$ cat src/rtl/two_level_lru_tags.sv
module two_level_lru_tags #(
  parameter int AW      = 16,
  parameter int L1_WAYS = 2,
  parameter int L2_WAYS = 3
) (
  input  logic                    clk,
  input  logic                    rst_n,
  input  logic                    req_valid,
  input  logic [AW-1:0]           req_addr,
  output logic                    rsp_valid,
  output logic                    rsp_l1_hit,
  output logic                    rsp_l2_hit,
  output logic                    rsp_miss,
  output logic [L1_WAYS*AW-1:0]   dbg_l1_addr,
  output logic [L1_WAYS-1:0]      dbg_l1_valid,
  output logic [L2_WAYS*AW-1:0]   dbg_l2_addr,
  output logic [L2_WAYS-1:0]      dbg_l2_valid
);
  localparam int P1 = (L1_WAYS > 1) ? $clog2(L1_WAYS) : 1;
  localparam int P2 = (L2_WAYS > 1) ? $clog2(L2_WAYS) : 1;

  logic [AW-1:0]      l1_a [L1_WAYS];
  logic [AW-1:0]      l2_a [L2_WAYS];
  logic [L1_WAYS-1:0] l1_v, l1_m;
  logic [L2_WAYS-1:0] l2_v, l2_m;
  logic [P1-1:0]      l1_pos;
  logic [P2-1:0]      l2_pos;
  logic               l1_any, l2_any, upd_l2;

  for (genvar i = 0; i < L1_WAYS; i++) begin : g_l1
    assign l1_m[i] = l1_v[i] && (l1_a[i] == req_addr);
    assign dbg_l1_addr[i*AW +: AW] = l1_a[i];
  end
  for (genvar i = 0; i < L2_WAYS; i++) begin : g_l2
    assign l2_m[i] = l2_v[i] && (l2_a[i] == req_addr);
    assign dbg_l2_addr[i*AW +: AW] = l2_a[i];
  end

  assign l1_any       = |l1_m;
  assign l2_any       = |l2_m;
  assign upd_l2       = req_valid && !l1_any;
  assign dbg_l1_valid = l1_v;
  assign dbg_l2_valid = l2_v;

  // Shift boundary: the hit entry, or the LRU slot when the level misses.
  always_comb begin
    l1_pos = P1'(L1_WAYS - 1);
    for (int i = L1_WAYS - 1; i >= 0; i--)
      if (l1_m[i]) l1_pos = P1'(i);
  end
  always_comb begin
    l2_pos = P2'(L2_WAYS - 1);
    for (int i = L2_WAYS - 1; i >= 0; i--)
      if (l2_m[i]) l2_pos = P2'(i);
  end

  always_ff @(posedge clk) begin
    if (!rst_n) begin
      l1_v <= '0;
      for (int i = 0; i < L1_WAYS; i++) l1_a[i] <= '0;
    end else if (req_valid) begin
      l1_a[0] <= req_addr;
      l1_v[0] <= 1'b1;
      for (int i = 1; i < L1_WAYS; i++)
        if (i <= int'(l1_pos)) begin
          l1_a[i] <= l1_a[i-1];
          l1_v[i] <= l1_v[i-1];
        end
    end
  end

  always_ff @(posedge clk) begin
    if (!rst_n) begin
      l2_v <= '0;
      for (int i = 0; i < L2_WAYS; i++) l2_a[i] <= '0;
    end else if (upd_l2) begin
      l2_a[0] <= req_addr;
      l2_v[0] <= 1'b1;
      for (int i = 1; i < L2_WAYS; i++)
        if (i <= int'(l2_pos)) begin
          l2_a[i] <= l2_a[i-1];
          l2_v[i] <= l2_v[i-1];
        end
    end
  end

  always_ff @(posedge clk) begin
    if (!rst_n) begin
      rsp_valid  <= 1'b0;
      rsp_l1_hit <= 1'b0;
      rsp_l2_hit <= 1'b0;
      rsp_miss   <= 1'b0;
    end else begin
      rsp_valid  <= req_valid;
      rsp_l1_hit <= req_valid && l1_any;
      rsp_l2_hit <= upd_l2 && l2_any;
      rsp_miss   <= upd_l2 && !l2_any;
    end
  end

  p_one_outcome_r3: assert property (@(posedge clk) disable iff (!rst_n)
    rsp_valid |-> $countones({rsp_l1_hit, rsp_l2_hit, rsp_miss}) == 1);
  p_quiet_r3: assert property (@(posedge clk) disable iff (!rst_n)
    !rsp_valid |-> !(rsp_l1_hit || rsp_l2_hit || rsp_miss));
  p_rsp_next_r3: assert property (@(posedge clk) disable iff (!rst_n)
    req_valid |=> rsp_valid);
  p_mru_fill_r5: assert property (@(posedge clk) disable iff (!rst_n)
    req_valid |=> dbg_l1_valid[0] && dbg_l1_addr[AW-1:0] == $past(req_addr));
  p_l2_keep_r2: assert property (@(posedge clk) disable iff (!rst_n)
    rsp_l1_hit |-> $stable(dbg_l2_addr) && $stable(dbg_l2_valid));
  p_l2_mru_r4: assert property (@(posedge clk) disable iff (!rst_n)
    (rsp_l2_hit || rsp_miss) |-> dbg_l2_valid[0] && dbg_l2_addr[AW-1:0] == dbg_l1_addr[AW-1:0]);
  p_idle_r9: assert property (@(posedge clk) disable iff (!rst_n)
    !req_valid |=> $stable(dbg_l1_addr) && $stable(dbg_l2_addr) && $stable(dbg_l1_valid) && $stable(dbg_l2_valid));
  p_packed_r7: assert property (@(posedge clk) disable iff (!rst_n)
    ((l1_v & (l1_v + 1'b1)) == '0) && ((l2_v & (l2_v + 1'b1)) == '0));

  for (genvar i = 0; i < L1_WAYS; i++) begin : g_d1
    for (genvar j = i + 1; j < L1_WAYS; j++) begin : g_d1j
      p_nodup_l1_r8: assert property (@(posedge clk) disable iff (!rst_n)
        !(l1_v[i] && l1_v[j] && l1_a[i] == l1_a[j]));
    end
  end
  for (genvar i = 0; i < L2_WAYS; i++) begin : g_d2
    for (genvar j = i + 1; j < L2_WAYS; j++) begin : g_d2j
      p_nodup_l2_r8: assert property (@(posedge clk) disable iff (!rst_n)
        !(l2_v[i] && l2_v[j] && l2_a[i] == l2_a[j]));
    end
  end
endmodule

$ cat config.mk
export PLATFORM = sky130hd
export DESIGN_NAME = two_level_lru_tags
export DESIGN_NICKNAME = d
export VERILOG_FILES = /design/src/rtl/two_level_lru_tags.sv
export SDC_FILE = /design/constraint.sdc
export NUM_CORES = 1
export LEC_CHECK = 0
export BUFFER_PORTS_ARGS = -buffer_cell sky130_fd_sc_hd__clkbuf_2
export CORE_MARGIN = 2
export CORE_UTILIZATION = 45
export CTS_CLUSTER_SIZE = 10
export DETAILED_ROUTE_END_ITERATION = 12
export PLACE_DENSITY_LB_ADDON = 0.05
export SLEW_MARGIN = 5
export SYNTH_ARGS = -nofsm -noshare
export SYNTH_HDL_FRONTEND = slang
export SYNTH_SLANG_ARGS = --single-unit
export TNS_END_PERCENT = 100
$ cat constraint.sdc
create_clock -name clk -period 4.3 [get_ports clk]
set_input_delay 1.29 -clock clk [delete_from_list [all_inputs] [get_ports clk]]
set_output_delay 1.29 -clock clk [all_outputs]
set_load 0.05 [all_outputs]
==> run metrics, run 1 <==
sequential area share after synthesis 59.9%; number of diodes 0; initial standard-cell utilization of the core 46.4%; insertion delay of the later-clocked pin in the worst-skew pair 0.35 ns; clock root buffer sky130_fd_sc_hd__clkbuf_8; number of clock buffers inserted by TritonCTS 9; power per standard cell area 420 nW/µm²; number of global-route vias before repair 2706; status finished clean; # resized after CTS 0; RSZ-0062 raised after global routing false; Seq cells post-synth 89; routed via count 2827; clock edge transition at the registers on the reported setup and hold paths 0.08 ns; critical path type in -> reg; number of max-slew violations in the final report 0; buffers added on ports 107; slew at the pin closest to its max-slew limit 0.805 ns; maximum number of pins on one net before global-route repair 50; TritonCTS clock tree built; Peak Freq 0.291 GHz; Die H 102 µm; EDFF count, synth 80; max-capacitance violation count 0; count of final setup violators 0; most used flip-flop cell after synthesis sky130_fd_sc_hd__edfxtp_1; hold slack 0.522 ns; Post-Syn Nets 354; half-perimeter wire length after detailed placement 7620 µm; overall track demand over capacity in global routing 21.1%; detailed-route vias per instance 5.03; Wirelength per Cell 19.2 µm; Setup TNS Final 0 ns; Mapped Cells 335; Core Box Area 9280 µm²; number of hold violations in the final report 0; FFs w/ async S/R, synth 0%; setup skew after layout 0.0112 ns; Cell variety after synth 28; clock sink count 89; quantity of hold-fixing buffers added after cts 0; post-synthesis area per instance 12.9 µm²; critical path data required time 4.22 ns; H-tree levels 3; critical path arrival 3.35 ns; total overflow reported by the global router 0; first drt pass iteration count 4; Rows 35; HP Class reg -> reg; number of antenna violations at the first check in global routing 0; overall die area 10400 µm²; postcts setup bufs 0; share of the clock period used by the worst path after layout 79.8%; DRC Markers 0; total wire length after detailed routing 10800 µm; Horiz. Die Dim 102 µm; maximum ir drop on the vdd rail 0.207 mV; Final ANT Viol Nets 0; DRT iter0 DRCs 151; P&R area growth vs syn 17.6%; total of warnings raised by yosys 0; post-layout utilization of the core 54.6%; Final Cell Area 5070 µm²; top-level I/O count 108; net count of the finished layout 447; peak fanout along the critical path 16; first-pass GRT wire length 15800 µm; worst-case headroom to the max-slew limit 46.4%; cell area after placement 4860 µm²; Crit. End Element register; number of instances in the placed design 546; gpl congestion 0.835; final critical path time including I/O delays and setup 3.43 ns; final cell count without fillers 562; static leakage 2.27 nW; fraction of layout instances using a drive strength above 1 30.7%; Startpoint Class input pin; post-synthesis instance area 4310 µm²; maximum count of clock buffers along a single path 2
final timing paths:
check | end | slack, ns | start | cells after the start
min | dbg_l2_valid[2] | 0.52 | dbg_l2_valid[2] | 2
max | l2_a[0][16] | 0.87 | req_addr[4] | 7
min reg2reg | dbg_l2_valid[2] | 0.52 | dbg_l2_valid[2] | 2
max reg2reg | l2_a[0][16] | 1.56 | l1_a[0][4] | 6
where the power goes:
part	internal (mW)	leakage, nW	switching, mW	total (mW)
registers	1.01	0.950	0.0558	1.06
logic	0.107	1.22	0.332	0.439
clock network	0.327	0.0995	0.302	0.629
total	1.44	2.27	0.690	2.13
cells in the final DEF, fill, tap and decap left out, drive strengths merged:
cell type,instances
o21ai,2
xnor2,20
mux2i,3
nor3,7
buf,3
nand2b,3
bufinv,2
dfxtp,9
edfxtp,80
inv,1
nor2b,1
xor2,60
and2,50
nor4,13
clkinvlp,2
clkbuf,118
a31oi,1
clkinv,1
nand4,7
nand3,1
nor2,4
o22ai,2
nand2,9
o21a,2
and3,32
per-stage QoR:
stage	worst slack, ns	power, mW
final	0.869	2.13
after global routing	0.737	2.20
after CTS	0.897	2.14
after detailed placement	0.538	1.52
after global placement	0.574	1.52
after floorplan	0.780	1.41
cells by family after synthesis:
logic type      synth area share [%]
simple gates                    17.8
flops                           59.9
compound gates                  1.25
mux                            0.696
buf+inv                         4.12
xor+xnor                        16.3
critical path: stages:
cell and delay, ns:
sky130_fd_sc_hd__clkbuf_2 0.18, sky130_fd_sc_hd__xor2_1 0.18, sky130_fd_sc_hd__nor4_1 0.43, sky130_fd_sc_hd__nand4_1 0.24, sky130_fd_sc_hd__o21ai_2 0.34, sky130_fd_sc_hd__nor3_1 0.13
sky130_fd_sc_hd__nand2b_1 0.54
state kept, by name, summed over array words and instances, names as in the netlist:
register / cells
dbg_l1_valid: 2
dbg_l2_valid: 3
l1_a: 32
l2_a: 48
rsp_l1_hit: 1
rsp_l2_hit: 1
rsp_miss: 1
rsp_valid: 1
cell type report:
type	instances	area (µm²)
Multi-Input combinational cell	217	1560
Timing Repair Buffer	110	558
Clock inverter	5	80.1
Sequential cell	89	2580
Inverter	1	3.75
Fill cell	864	4210
Tap cell	129	161
Clock buffer	11	131
cells in the mapped netlist, types with 5 or more instances:
master / n / area (µm²)
sky130_fd_sc_hd__nand2_1: 9 / 33.8
sky130_fd_sc_hd__nor3_1: 7 / 35.0
sky130_fd_sc_hd__and2_1: 45 / 282
sky130_fd_sc_hd__and3_1: 32 / 200
sky130_fd_sc_hd__clkbuf_1: 10 / 37.5
sky130_fd_sc_hd__and2_4: 5 / 43.8
sky130_fd_sc_hd__dfxtp_1: 9 / 180
sky130_fd_sc_hd__edfxtp_1: 80 / 2400
sky130_fd_sc_hd__xor2_1: 60 / 526
sky130_fd_sc_hd__buf_2: 10 / 50.1
sky130_fd_sc_hd__buf_6: 7 / 78.8
sky130_fd_sc_hd__nand4_1: 7 / 43.8
sky130_fd_sc_hd__nor4_1: 13 / 81.3
sky130_fd_sc_hd__xnor2_1: 20 / 175
layer usage:
layer	routed length [µm]	share of wire (%)	GRT usage [%]	vias up
met5	0	0	0	-
met2	4900	45	30.7	79
met4	45	0.42	6.67	0
met1	5420	50	32.3	1401
li1	-	-	-	1345
met3	415	3.8	3.42	2
Note: power is estimated with default switching activity, not from simulation.
==> run 2: changes to the inputs <==
ABC_AREA = 1   (was default)
clock period = 3.1 ns   (was 4.3 ns; I/O delays follow)
==> run 2 against run 1 <==
Against the previous run:
- clock power is 19% higher
- hold slack better by 0.0016 ns
- sequential power is 39% higher
- worst setup slack worse by 0.24 ns
- sequential share of layout area is 7.2 points lower
- synthesized area is 17% higher
- highest routed layer unchanged
==> run metrics, run 2 <==
status finished clean; postcts setup bufs 0 (unchanged); critical path type in -> reg; multi-input logic area 2010 µm² (+29%); max-capacitance violation count 0 (unchanged); list of most frequent post-synthesis cells 170 x sky130_fd_sc_hd__nand2_1, 126 x sky130_fd_sc_hd__nor2_1, 86 x sky130_fd_sc_hd__inv_1; cell type with the highest aggregate area in the netlist sky130_fd_sc_hd__edfxtp_1; DRC Markers 0 (unchanged); EDFF count, synth 80 (unchanged); detailed-route vias per instance 5.35 (+6.3%); clock sink count 89 (unchanged); insertion delay of the later-clocked pin in the worst-skew pair 0.38 ns (+0.03 ns); total wire length after detailed routing 17200 µm (+59%); number of flip-flops under the largest register name 48 (unchanged); post-synthesis area per instance 7.90 µm² (-39%); P&R area growth vs syn 16.8%; sequential area share after synthesis 51.0% (-8.9 points); # resized after CTS 0 (unchanged); cell types occupying the most area after synthesis sky130_fd_sc_hd__edfxtp_1 47%, sky130_fd_sc_hd__nand2_1 13%, sky130_fd_sc_hd__nor2_1 9.3%; clock edge transition at the registers on the reported setup and hold paths 0.08 ns (about the same); most common cell after layout, fill and taps aside sky130_fd_sc_hd__nand2_1; critical path arrival 2.54 ns (-0.81 ns); most used cells in the layout excluding fill and tap cells 170 x sky130_fd_sc_hd__nand2_1, 126 x sky130_fd_sc_hd__nor2_1, 107 x sky130_fd_sc_hd__clkbuf_2; static leakage 2.83 nW (+24%); sum of internal, switching and leakage power 2.98 mW (+40%); RSZ-0062 raised after global routing false; slew at the pin closest to its max-slew limit 0.893 ns (+0.0885 ns); routed via count 4795 (+70%); number of max-slew violations in the final report 0 (unchanged); sequential cell area in the final layout 2580 µm² (unchanged); net count of the finished layout 771 (+72%); Wirelength per Cell 19.1 µm (-0.18%); Seq cells post-synth 89 (unchanged); Horiz. Die Dim 110 µm (+8.0%); Cell variety after synth 33 (+18%); critical path data required time 3.16 ns (-1.06 ns); Post-Syn Nets 660 (+86%); top-level I/O count 108 (unchanged); Core Box Area 10900 µm² (+17%); number of antenna violations at the first check in global routing 0 (unchanged); number of global-route vias before repair 4537 (+68%); number of clock buffers inserted by TritonCTS 9 (unchanged); count of final setup violators 0 (unchanged); Crit path largest cell delay 0.31 ns (-0.23 ns); half-perimeter wire length after detailed placement 13500 µm (+78%); Rows 38 (+8.6%); clock root buffer sky130_fd_sc_hd__clkbuf_8; number of hold violations in the final report 0 (unchanged); maximum count of clock buffers along a single path 2 (unchanged); Setup TNS Final 0 ns (unchanged); maximum number of pins on one net before global-route repair 51 (+2.0%); fraction of synthesized cell area taken by the top area cell type 47.5% (-8.3 points); overall die area 12100 µm² (+17%); setup skew after layout 0.0124 ns (+0.00121 ns); Startpoint Class input pin; post-synthesis instance area 5060 µm² (+17%); register with the most flip-flops l2_a; cell mode on critical path sky130_fd_sc_hd__nand3_1; gpl congestion 0.913 (+9.3%); buffers added on ports 107 (unchanged); total of warnings raised by yosys 0 (unchanged); Mapped Cells 641 (+91%); Crit. End Element register; Slowest cell on crit path sky130_fd_sc_hd__inv_1; number of fill cells 1081 (+25%); TritonCTS clock tree built; maximum ir drop on the vdd rail 0.310 mV (+50%); share of the clock period used by the worst path after layout 79.7%; Die H 110 µm (+8.0%); initial standard-cell utilization of the core 46.5% (+0.053 points); H-tree levels 3 (unchanged); FFs w/ async S/R, synth 0% (unchanged); DRT iter0 DRCs 424 (+180%); HP Class reg -> reg; first drt pass iteration count 6 (+2); total overflow reported by the global router 0 (unchanged); Final ANT Viol Nets 0 (unchanged); most used flip-flop cell after synthesis sky130_fd_sc_hd__edfxtp_1; overall track demand over capacity in global routing 29.7% (+8.7 points); most common cell in the netlist sky130_fd_sc_hd__nand2_1; final critical path time including I/O delays and setup 2.47 ns; number of diodes 0 (unchanged); fraction of layout instances using a drive strength above 1 21.8% (-8.9 points); critical path cell sequence clkbuf_2 -> inv_1 -> nand2_1 -> nand4_1 -> nor2_1 -> nand3_1 -> nand3_1 -> o21ai_1 -> buf_4; quantity of hold-fixing buffers added after cts 0 (unchanged); first-pass GRT wire length 25900 µm (+65%); worst-case headroom to the max-slew limit 40.3% (-6.0 points); Peak Freq 0.405 GHz; power per standard cell area 504 nW/µm² (+20%); peak fanout along the critical path 16 (unchanged)
## run 2: changes by cell type in the layout (fill, tap and decap cells not counted), sizes merged, moves of 11 or more
| cell | change |
|---|---|
| a21oi | +11 |
| and2 | -49 |
| and3 | -31 |
| inv | +96 |
| nand2 | +163 |
| nand3 | +20 |
| nand4 | +14 |
| nor2 | +143 |
| o21ai | +18 |
| xnor2 | -11 |
| xor2 | -51 |
## run 2: cell type report
cell class,count,share of cell area [%]
Clock inverter,4,0.296
Clock buffer,12,2.62
Sequential cell,89,43.7
Tap cell,140,2.96
Multi-Input combinational cell,440,34.0
Timing Repair Buffer,115,10.3
Inverter,97,6.16
## run 2: worst paths after layout
check	startpoint	endpoint	slack, ns	depth (start not counted)
setup reg to reg	l1_a[0][6]	l2_a[0][44]	1.08	10
setup / recovery	req_addr[7]	l2_a[0][44]	0.63	9
hold / removal	dbg_l2_valid[2]	dbg_l2_valid[2]	0.52	2
hold reg to reg	dbg_l2_valid[2]	dbg_l2_valid[2]	0.52	2
## run 2: kinds of logic (layout without fill, tap and decap cells)
family,after synthesis,after routing,synth area share [%]
AOI/OAI and AO/OA,35,35,3.68
xor gates and xnor gates,18,18,3.11
buffers and inverters,112,228,9.24
DFF,89,89,51.0
and+or+nand+nor,387,387,32.9
## run 2: stage by stage
| step | area [µm²] | instances | util (%) | hold slack, ns | setup WS, ns |
|---|---|---|---|---|---|
| floorplan | 5060 | 641 | - | 0.704 | 0.259 |
| global placement | 5740 | 881 | 52.7 | 0.515 | 0.267 |
| detailed placement | 5740 | 881 | 52.7 | 0.513 | 0.255 |
| CTS | 5910 | 897 | 54.3 | 0.525 | 0.660 |
| global route | 5910 | 897 | 54.3 | 0.541 | 0.521 |
| finish | 5910 | 897 | 54.3 | 0.524 | 0.630 |
## run 2: routing by layer
metal  up-vias  share of wire, %  GRT usage, %
li1       2253                 -             -
met1      2288                46          43.1
met2       229                44          44.5
met3        25               7.8          5.00
met4         0               2.4          11.0
met5         -                 0             0
## run 2: where the power goes
part | switching, mW | total, mW | leakage [nW] | internal (mW)
combinational | 0.597 | 0.767 | 1.78 | 0.170
clock | 0.421 | 0.749 | 0.0912 | 0.328
sequential | 0.0750 | 1.47 | 0.957 | 1.39
## run 2: worst max-delay path: cells and delay by family
family / cells / cell delay (ns)
AND/OR/NAND/NOR: 5 / 0.66
AO/OA/AOI/OAI: 1 / 0.20
buffers and inverters: 3 / 0.74
